**config.mk**
```make
export PLATFORM = sky130hd
export DESIGN_NAME = mwl_top
export DESIGN_NICKNAME = d
export VERILOG_FILES = /design/src/rtl/mwl_pkg.sv /design/src/rtl/mwl_decode.sv /design/src/rtl/mwl_logic_alu.sv /design/src/rtl/mwl_flag_gen.sv /design/src/rtl/mwl_top.sv
export SDC_FILE = /design/constraint.sdc
export NUM_CORES = 1
export LEC_CHECK = 0
export CORE_MARGIN = 5
export CORE_UTILIZATION = 40
export CTS_BUF_LIST = sky130_fd_sc_hd__clkbuf_2
export DETAILED_ROUTE_END_ITERATION = 8
export DONT_BUFFER_PORTS = 1
export GPL_TIMING_DRIVEN = 1
export PLACE_DENSITY = 0.57
export SLEW_MARGIN = 25
export SYNTH_ARGS = -nofsm -noshare
export SYNTH_HDL_FRONTEND = slang
export SYNTH_SLANG_ARGS = --single-unit
```
**constraint.sdc**
```tcl
create_clock -name clk -period 0.85 [get_ports clk]
set_input_delay 0.1275 -clock clk [delete_from_list [all_inputs] [get_ports clk]]
set_output_delay 0.1275 -clock clk [all_outputs]
set_load 0.05 [all_outputs]
```
**src/rtl/mwl_pkg.sv**
```systemverilog
package mwl_pkg;

  localparam int INSN_W   = 16;
  localparam int FLAG_W   = 4;
  localparam int FLAG_C   = 0;
  localparam int FLAG_V   = 1;
  localparam int FLAG_Z   = 2;
  localparam int FLAG_S   = 3;
  localparam logic [3:0] GROUP_NIB = 4'h3;

  typedef enum logic [2:0] {
    OP_NONE,
    OP_XOR_AUX,
    OP_AND_AUX,
    OP_OR_AUX,
    OP_AND_ACC,
    OP_OR_ACC,
    OP_XOR_ACC,
    OP_INV
  } mwl_op_e;

  typedef struct packed {
    mwl_op_e op;
    logic    dst;
    logic    src;
  } mwl_dec_t;

endpackage

```
**src/rtl/mwl_decode.sv**
```systemverilog
module mwl_decode
  import mwl_pkg::*;
(
  input  logic              insn_valid,
  input  logic [INSN_W-1:0] insn,
  output mwl_dec_t          dec,
  output logic              hit
);

  always_comb begin
    dec.op  = OP_NONE;
    dec.dst = insn[8];
    dec.src = insn[9];
    if (insn[15:12] == GROUP_NIB) begin
      if (!insn[7]) begin
        unique case (insn[11:10])
          2'b00:   dec.op = OP_XOR_AUX;
          2'b01:   dec.op = OP_AND_AUX;
          2'b10:   dec.op = OP_OR_AUX;
          default: dec.op = insn[9] ? OP_OR_ACC : OP_AND_ACC;
        endcase
      end else if (insn[11:10] == 2'b00) begin
        dec.op = insn[9] ? OP_INV : OP_XOR_ACC;
      end
    end
  end

  assign hit = insn_valid && (dec.op != OP_NONE);

endmodule

```
**src/rtl/mwl_logic_alu.sv**
```systemverilog
module mwl_logic_alu
  import mwl_pkg::*;
#(
  parameter int DATA_W = 16
)(
  input  mwl_op_e           op,
  input  logic [DATA_W-1:0] dst_word,
  input  logic [DATA_W-1:0] aux_word,
  input  logic [DATA_W-1:0] peer_word,
  output logic [DATA_W-1:0] res
);

  function automatic logic [DATA_W-1:0] logic_op(
    input mwl_op_e           o,
    input logic [DATA_W-1:0] d,
    input logic [DATA_W-1:0] x,
    input logic [DATA_W-1:0] p
  );
    case (o)
      OP_XOR_AUX: return d ^ x;
      OP_AND_AUX: return d & x;
      OP_OR_AUX:  return d | x;
      OP_AND_ACC: return d & p;
      OP_OR_ACC:  return d | p;
      OP_XOR_ACC: return d ^ p;
      OP_INV:     return ~d;
      default:    return d;
    endcase
  endfunction

  assign res = logic_op(op, dst_word, aux_word, peer_word);

endmodule

```
**src/rtl/mwl_flag_gen.sv**
```systemverilog
module mwl_flag_gen
  import mwl_pkg::*;
#(
  parameter int DATA_W = 16
)(
  input  logic [DATA_W-1:0] res,
  output logic [FLAG_W-1:0] flags
);

  function automatic logic [FLAG_W-1:0] word_flags(input logic [DATA_W-1:0] w);
    logic [FLAG_W-1:0] f;
    f         = '0;
    f[FLAG_Z] = (w == '0);
    f[FLAG_S] = w[DATA_W-1];
    return f;
  endfunction

  assign flags = word_flags(res);

endmodule

```
**src/rtl/mwl_top.sv**
```systemverilog
module mwl_top
  import mwl_pkg::*;
#(
  parameter int DATA_W = 16,
  parameter int EXT_W  = 7
)(
  input  logic              clk,
  input  logic              rst_n,
  input  logic              insn_valid,
  input  logic [15:0]       insn,
  input  logic [DATA_W-1:0] acc_mid0,
  input  logic [DATA_W-1:0] acc_mid1,
  input  logic [DATA_W-1:0] aux_hi0,
  input  logic [DATA_W-1:0] aux_hi1,
  output logic              wr_en,
  output logic              wr_dst,
  output logic [DATA_W-1:0] wr_data,
  output logic [FLAG_W-1:0] flags,
  output logic              ext_valid,
  output logic [EXT_W-1:0]  ext_field
);

  localparam int ACC_N = 2;

  mwl_dec_t          dec;
  logic              op_hit;
  logic [DATA_W-1:0] acc_arr [ACC_N];
  logic [DATA_W-1:0] aux_arr [ACC_N];
  logic [DATA_W-1:0] dst_word;
  logic [DATA_W-1:0] peer_word;
  logic [DATA_W-1:0] aux_word;
  logic [DATA_W-1:0] alu_res;
  logic [FLAG_W-1:0] next_flags;

  assign acc_arr[0] = acc_mid0;
  assign acc_arr[1] = acc_mid1;
  assign aux_arr[0] = aux_hi0;
  assign aux_arr[1] = aux_hi1;

  mwl_decode u_dec (
    .insn_valid (insn_valid),
    .insn       (insn),
    .dec        (dec),
    .hit        (op_hit)
  );

  assign dst_word  = acc_arr[dec.dst];
  assign peer_word = acc_arr[~dec.dst];
  assign aux_word  = aux_arr[dec.src];

  mwl_logic_alu #(.DATA_W(DATA_W)) u_alu (
    .op        (dec.op),
    .dst_word  (dst_word),
    .aux_word  (aux_word),
    .peer_word (peer_word),
    .res       (alu_res)
  );

  mwl_flag_gen #(.DATA_W(DATA_W)) u_flags (
    .res   (alu_res),
    .flags (next_flags)
  );

  always_ff @(posedge clk or negedge rst_n) begin
    if (!rst_n) begin
      wr_en     <= 1'b0;
      wr_dst    <= 1'b0;
      wr_data   <= '0;
      flags     <= '0;
      ext_valid <= 1'b0;
      ext_field <= '0;
    end else begin
      wr_en     <= op_hit;
      ext_valid <= op_hit;
      if (op_hit) begin
        wr_dst    <= dec.dst;
        wr_data   <= alu_res;
        flags     <= next_flags;
        ext_field <= insn[EXT_W-1:0];
      end
    end
  end

endmodule

```
==> results of run 1 <==
repair_timing:
item	CTS	global route
gates resized for setup	81	80
setup endpoints to repair	54	54
gates cloned	0	1
hold endpoints to repair	34	0
hold buffers	10	0
pin swaps	35	53
buffers inserted	28	17
flip-flops by register name, summed over array words and instances (netlist names):
| name | count |
|---|---|
| wr_dst | 1 |
| ext_valid | 1 |
| wr_data | 16 |
| ext_field | 7 |
| flags | 1 |
power groups by stage:
stage / logic (uW) / clock network, uW / registers [uW]
2_1_floorplan: 1290 / 0 / 2340
3_3_place_gp: 3230 / 0 / 1650
3_5_place_dp: 3260 / 0 / 1660
4_1_cts: 3640 / 500 / 1650
5_1_grt: 4050 / 534 / 1690
6_report: 3850 / 481 / 1660
routing by layer:
layer  up-vias  GRT usage (%)  wire [microns]
met1      2386           36.7            6990
li1       2261              -               -
met4         0           11.9             785
met3        73           7.80            1850
met5         -              0               0
met2       308           46.3            8130
cells in the final DEF, fill, tap and decap left out, drive strengths merged, types with 14 or more instances in the layout:
master,synthesis,final
a21oi,20,20
buf,32,195
dfrtp,26,26
inv,18,18
mux2,22,22
mux2i,24,24
nand2,58,58
nand3,18,18
nor2,23,23
nor3,22,22
o21ai,27,27
xnor2,14,14
final timing paths:
| path | to | cells past startpoint | start |
|---|---|---|---|
| min in group asynchronous | ext_field[2]$_DFFE_PN0P_ | 2 | rst_n |
| hold reg to reg | wr_data[11]$_DFFE_PN0P_ | 1 | wr_data[11]$_DFFE_PN0P_ |
| setup / recovery | flags[2]$_DFFE_PN0P_ | 16 | insn[11] |
| hold / removal | ext_valid$_DFF_PN0_ | 3 | insn_valid |
| setup reg to reg | wr_data[9]$_DFFE_PN0P_ | 2 | wr_data[9]$_DFFE_PN0P_ |
| max in group asynchronous | wr_data[15]$_DFFE_PN0P_ | 2 | rst_n |
area by class of cell:
cell class / count / area, sq um / share of cell area [%]
Timing Repair Buffer: 205 / 2040 / 31.0
Clock buffer: 3 / 15.0 / 0.229
Inverter: 18 / 92.6 / 1.41
Clock inverter: 1 / 3.75 / 0.0572
Tap cell: 129 / 161 / 2.46
Multi-Input combinational cell: 411 / 3600 / 54.9
Sequential cell: 26 / 653 / 9.94
critical path, stage by stage:
cell and delay, ps:
inv_12 10, ha_4 250, buf_4 160, xnor2_4 200
buf_6 140, nor3_4 40, buf_4 140, nand2_1 70
buf_6 100, buf_4 150, buf_4 120, a221o_1 100
nand4_1 250, nor4_2 290, nand2_1 130, o31ai_2 240
logic make-up (layout without fill, tap and decap cells):
kind of cell / count (synthesis) / after routing / share of synthesized area, %
other cells: 1 / 2 / 0.0980
flops: 26 / 26 / 17.0
compound gates: 166 / 166 / 32.4
fa+ha+maj: 3 / 3 / 0.981
buf+inv: 64 / 227 / 7.98
mux: 46 / 46 / 12.7
xor+xnor: 23 / 23 / 5.26
simple gates: 171 / 171 / 23.5
through the flow:
| step | util [%] | total power [uW] | hold slack, ps |
|---|---|---|---|
| floorplan | - | 3620 | -168 |
| global placement | 57.7 | 4880 | -167 |
| detailed placement | 57.7 | 4920 | -168 |
| CTS | 65.4 | 5800 | 8.12 |
| global route | 70.7 | 6270 | -1.84 |
| finish | 70.7 | 5990 | 29.1 |
==> results.toml, run 1 <==
[placement]
pre_cts_ws_ps = -1870
portBuffers = 0
hpwlAfterDp_microns = 12600
place_area_sq_mm = 0.00536
gp_congestion = 0.959
post-place-cells = 743

[cells_and_area]
final_cells = 793
fin_area_sq_mm = 0.00657
drive_above_1_share_pct = 48.8
n_fill_cell = 722
area_growth_pct = 71.6
nNetsFinal = 751
antenna_cells = 0

[die]
ios = 113
coreArea_sq_mm = 0.00928
start_util_pct = 41.2
die_w_microns = 108
die_h_microns = 108
die_area_sq_mm = 0.0116
fp-row-count = 35

[timing]
setup_violations = 54
grt_setup_unrepaired = "true"
final_hold_viol_count = 0
fin_crit_ps = 2220
max_slew.worst_pin.slew_ps = 893
drv_slew = 0
fin_skew_ps = 0
fin_ws_ps = -1370
finalSetupTns_ps = -31140
relSlewSlack_pct = 39.0
max_freq_ghz = 0.450
period_share_pct = 261

[yosys]
ys_seq_area_share_pct = 17.0
yosys.area.top_type_share_pct = 17.0
synthFlopType = "dfrtp_1"
netlist_top_cells_area = "dfrtp_1, mux2_2, mux2i_1, nand2_1, xnor2_1"
synth_top_area_cell = "dfrtp_1"
synth-seq-cells = 26
yosysMostFrequentCell = "nand2_1"
synth_cell_types = 83
avgSynthCellArea_sq_um = 7.65
yosysWarnings = 0
syn_area_sq_mm = 0.00383
syn_inst = 500
synth_edf_count = 0
synth-async-reset-ratio_pct = 100
synthTopCellsByCount = "nand2_1, dfrtp_1, mux2i_1, mux2_2, nor2_1"

[drt]
drc = 0
vias_per_cell = 6.34
drtIter0Drc = 542
wirelength_microns = 17800
antenna_left = 0
vias = 5028
routedWlPerCell_microns = 22.4
dr.pass1.iters = 5

[pwr]
power_leakage_uw = 0.00266
swShare_pct = 43.1
intPower_uw = 3410
share_comb_of_total_power_pct = 64.3
vdd_drop_max_mv = 0.961
p_switching_uw = 2580
powerDensity_mw_per_mm2 = 912
pwr-share-seq_pct = 27.6
clkPwrFrac_pct = 8.0

[setup_path]
r2r_setup_slack_ps = -50
crit_fanout = 6
crit_type = "in2reg"
cp.required_ps = 1150
worstSetupStartpointType = "input pin"
crit_arrival_ps = 2520
endpoint_kind = "flip-flop"

[grt]
grt_pass1_wl_microns = 26700
grt_max_degree = 63
overflow = 0
grt_antenna_before_repair = 0
grt_use_total_pct = 29.0
grt_pass1_vias = 5127

[clocking]
cts.sinks = 26
path_clk_slew_ps = 250
cts_tree = "built"
cts_buffers = 3
cts_root_buf = "clkbuf_2"
clock_latency_ps = 360
h-tree-depth = 1
cts_buffer_depth = 2

[outcome]
violations = "negative setup slack"
outcome = "finished, violations left"

[job]
maxCapViolCount = 0

[worst_hold_path]
hold_path.class = "in2reg"
Note: power is estimated with default switching activity, not from simulation.
==> run 2, diff against run 1 <==
clock period = 2.7 ns   (was 0.85 ns; I/O delays follow)
==> results.toml, run 2 (synthesized netlist as in run 1, its figures left out) <==
[clocking]
cts_buffers = 3
cts_tree = "built"
path_clk_slew_ps = 250
cts.sinks = 26
cts_root_buf = "clkbuf_2"
clock_latency_ps = 370
h-tree-depth = 1
cts_buffer_depth = 2

[cells_and_area]
largest_reg_flops = 16
top_regs = "wr_data x16, ext_field x7"
antenna_cells = 0
nNetsFinal = 669
final_common_cell = "buf_4"
layout_common_cells = "buf_4, nand2_1, dfrtp_1, mux2i_1, mux2_2"
fin_area_sq_mm = 0.00488
top_register = "wr_data"
n_fill_cell = 945
area_growth_pct = 27.5
drive_above_1_share_pct = 30.9

[drt]
wirelength_microns = 15800
drtIter0Drc = 426
dr.pass1.iters = 5
vias = 4542
routedWlPerCell_microns = 22.2
drc = 0
vias_per_cell = 6.39
antenna_left = 0

[placement]
hpwlAfterDp_microns = 12500
place_area_sq_mm = 0.00470
gp_congestion = 0.959
portBuffers = 0
pre_cts_ws_ps = -513

[die]
start_util_pct = 41.2
die_h_microns = 108
die_w_microns = 108
die_area_sq_mm = 0.0116
coreArea_sq_mm = 0.00928
fp-row-count = 35
ios = 113

[timing]
fin_crit_ps = 2620
setup_violations = 0
max_slew.worst_pin.slew_ps = 902
fin_skew_ps = 0
relSlewSlack_pct = 39.9
final_hold_viol_count = 0
drv_slew = 0
fin_ws_ps = 78.3
max_freq_ghz = 0.381
period_share_pct = 97.1

[grt]
grt_use_total_pct = 26.2
overflow = 0
grt_antenna_before_repair = 0
grt_pass1_wl_microns = 24000
grt_pass1_vias = 4422
grt_max_degree = 63

[setup_path]
crit_fanout = 10
crit_arrival_ps = 2930
worstSetupStartpointType = "input pin"
crit_type = "in2reg"
endpoint_kind = "flip-flop"
cp.required_ps = 3010

[worst_hold_path]
hold_path.class = "in2reg"

[pwr]
vdd_drop_max_mv = 0.213
power_leakage_uw = 0.00199
powerDensity_mw_per_mm2 = 314

[outcome]
outcome = "finished clean"

[job]
maxCapViolCount = 0
## run 2: worst max-delay path, stage by stage
cell	delay, ps
inv_1	60
buf_4	130
ha_1	210
or3_4	420
nand2_4	170
o32a_1	180
nor2_1	40
or4b_1	610
nor4_1	330
nand4_1	160
o31ai_2	210
## run 2: report_power, final
group / switching (uW) / leakage (uW) / internal, uW
sequential: 302 / 0.000333 / 451
clock: 121 / 0.0000266 / 127
combinational: 273 / 0.00163 / 258
total: 696 / 0.00199 / 836
## run 2: path summary, 6_finish.rpt
path                       slack (ps)  depth (start not counted)                      from                  endpoint
min in group asynchronous         420                          2                     rst_n  ext_field[4]$_DFFE_PN0P_
min                               110                          2                   insn[6]  ext_field[6]$_DFFE_PN0P_
max reg2reg                      1390                          1   wr_data[15]$_DFFE_PN0P_   wr_data[15]$_DFFE_PN0P_
min reg2reg                       790                          2  ext_field[2]$_DFFE_PN0P_  ext_field[2]$_DFFE_PN0P_
max                                80                         11                  insn[10]      flags[2]$_DFFE_PN0P_
max in group asynchronous        2130                          2                     rst_n   wr_data[15]$_DFFE_PN0P_
## run 2: metal layers
layer | share of wire, % | global-route usage, %
met1 | 42 | 34.6
met2 | 47 | 43.1
met3 | 8.5 | 4.86
met4 | 2.8 | 7.94
met5 | 0 | 0
## run 2: what timing repair did
| action | CTS | global route |
|---|---|---|
| pin swaps | 0 | 3 |
| setup buffers | 0 | 1 |
| setup endpoints to repair | 1 | 1 |
| hold buffers | 2 | 0 |
| gates resized for setup | 5 | 12 |
| hold endpoints to repair | 26 | 0 |
## run 2: metrics by stage
| stage | util [%] | power [uW] | hold WS, ps | setup TNS, ps | std cells |
|---|---|---|---|---|---|
| final | 52.6 | 1530 | 108 | 0 | 711 |
| after global routing | 52.6 | 1610 | 70.3 | -10.4 | 711 |
| after CTS | 51.9 | 1520 | 94.9 | 0 | 710 |
| after detailed placement | 50.7 | 1260 | 110 | -2150 | 704 |
| after global placement | 50.7 | 1250 | 110 | -1890 | 704 |
| after floorplan | - | 1110 | 109 | 0 | 501 |
## run 2: cell type report
| cell class | instances | area (sq um) | share of cell area (%) |
|---|---|---|---|
| Clock buffer | 3 | 15.0 | 0.308 |
| Multi-Input combinational cell | 411 | 3010 | 61.6 |
| Timing Repair Buffer | 123 | 951 | 19.5 |
| Clock inverter | 1 | 30.0 | 0.615 |
| Sequential cell | 26 | 651 | 13.3 |
| Tap cell | 129 | 161 | 3.31 |
| Inverter | 18 | 67.6 | 1.38 |
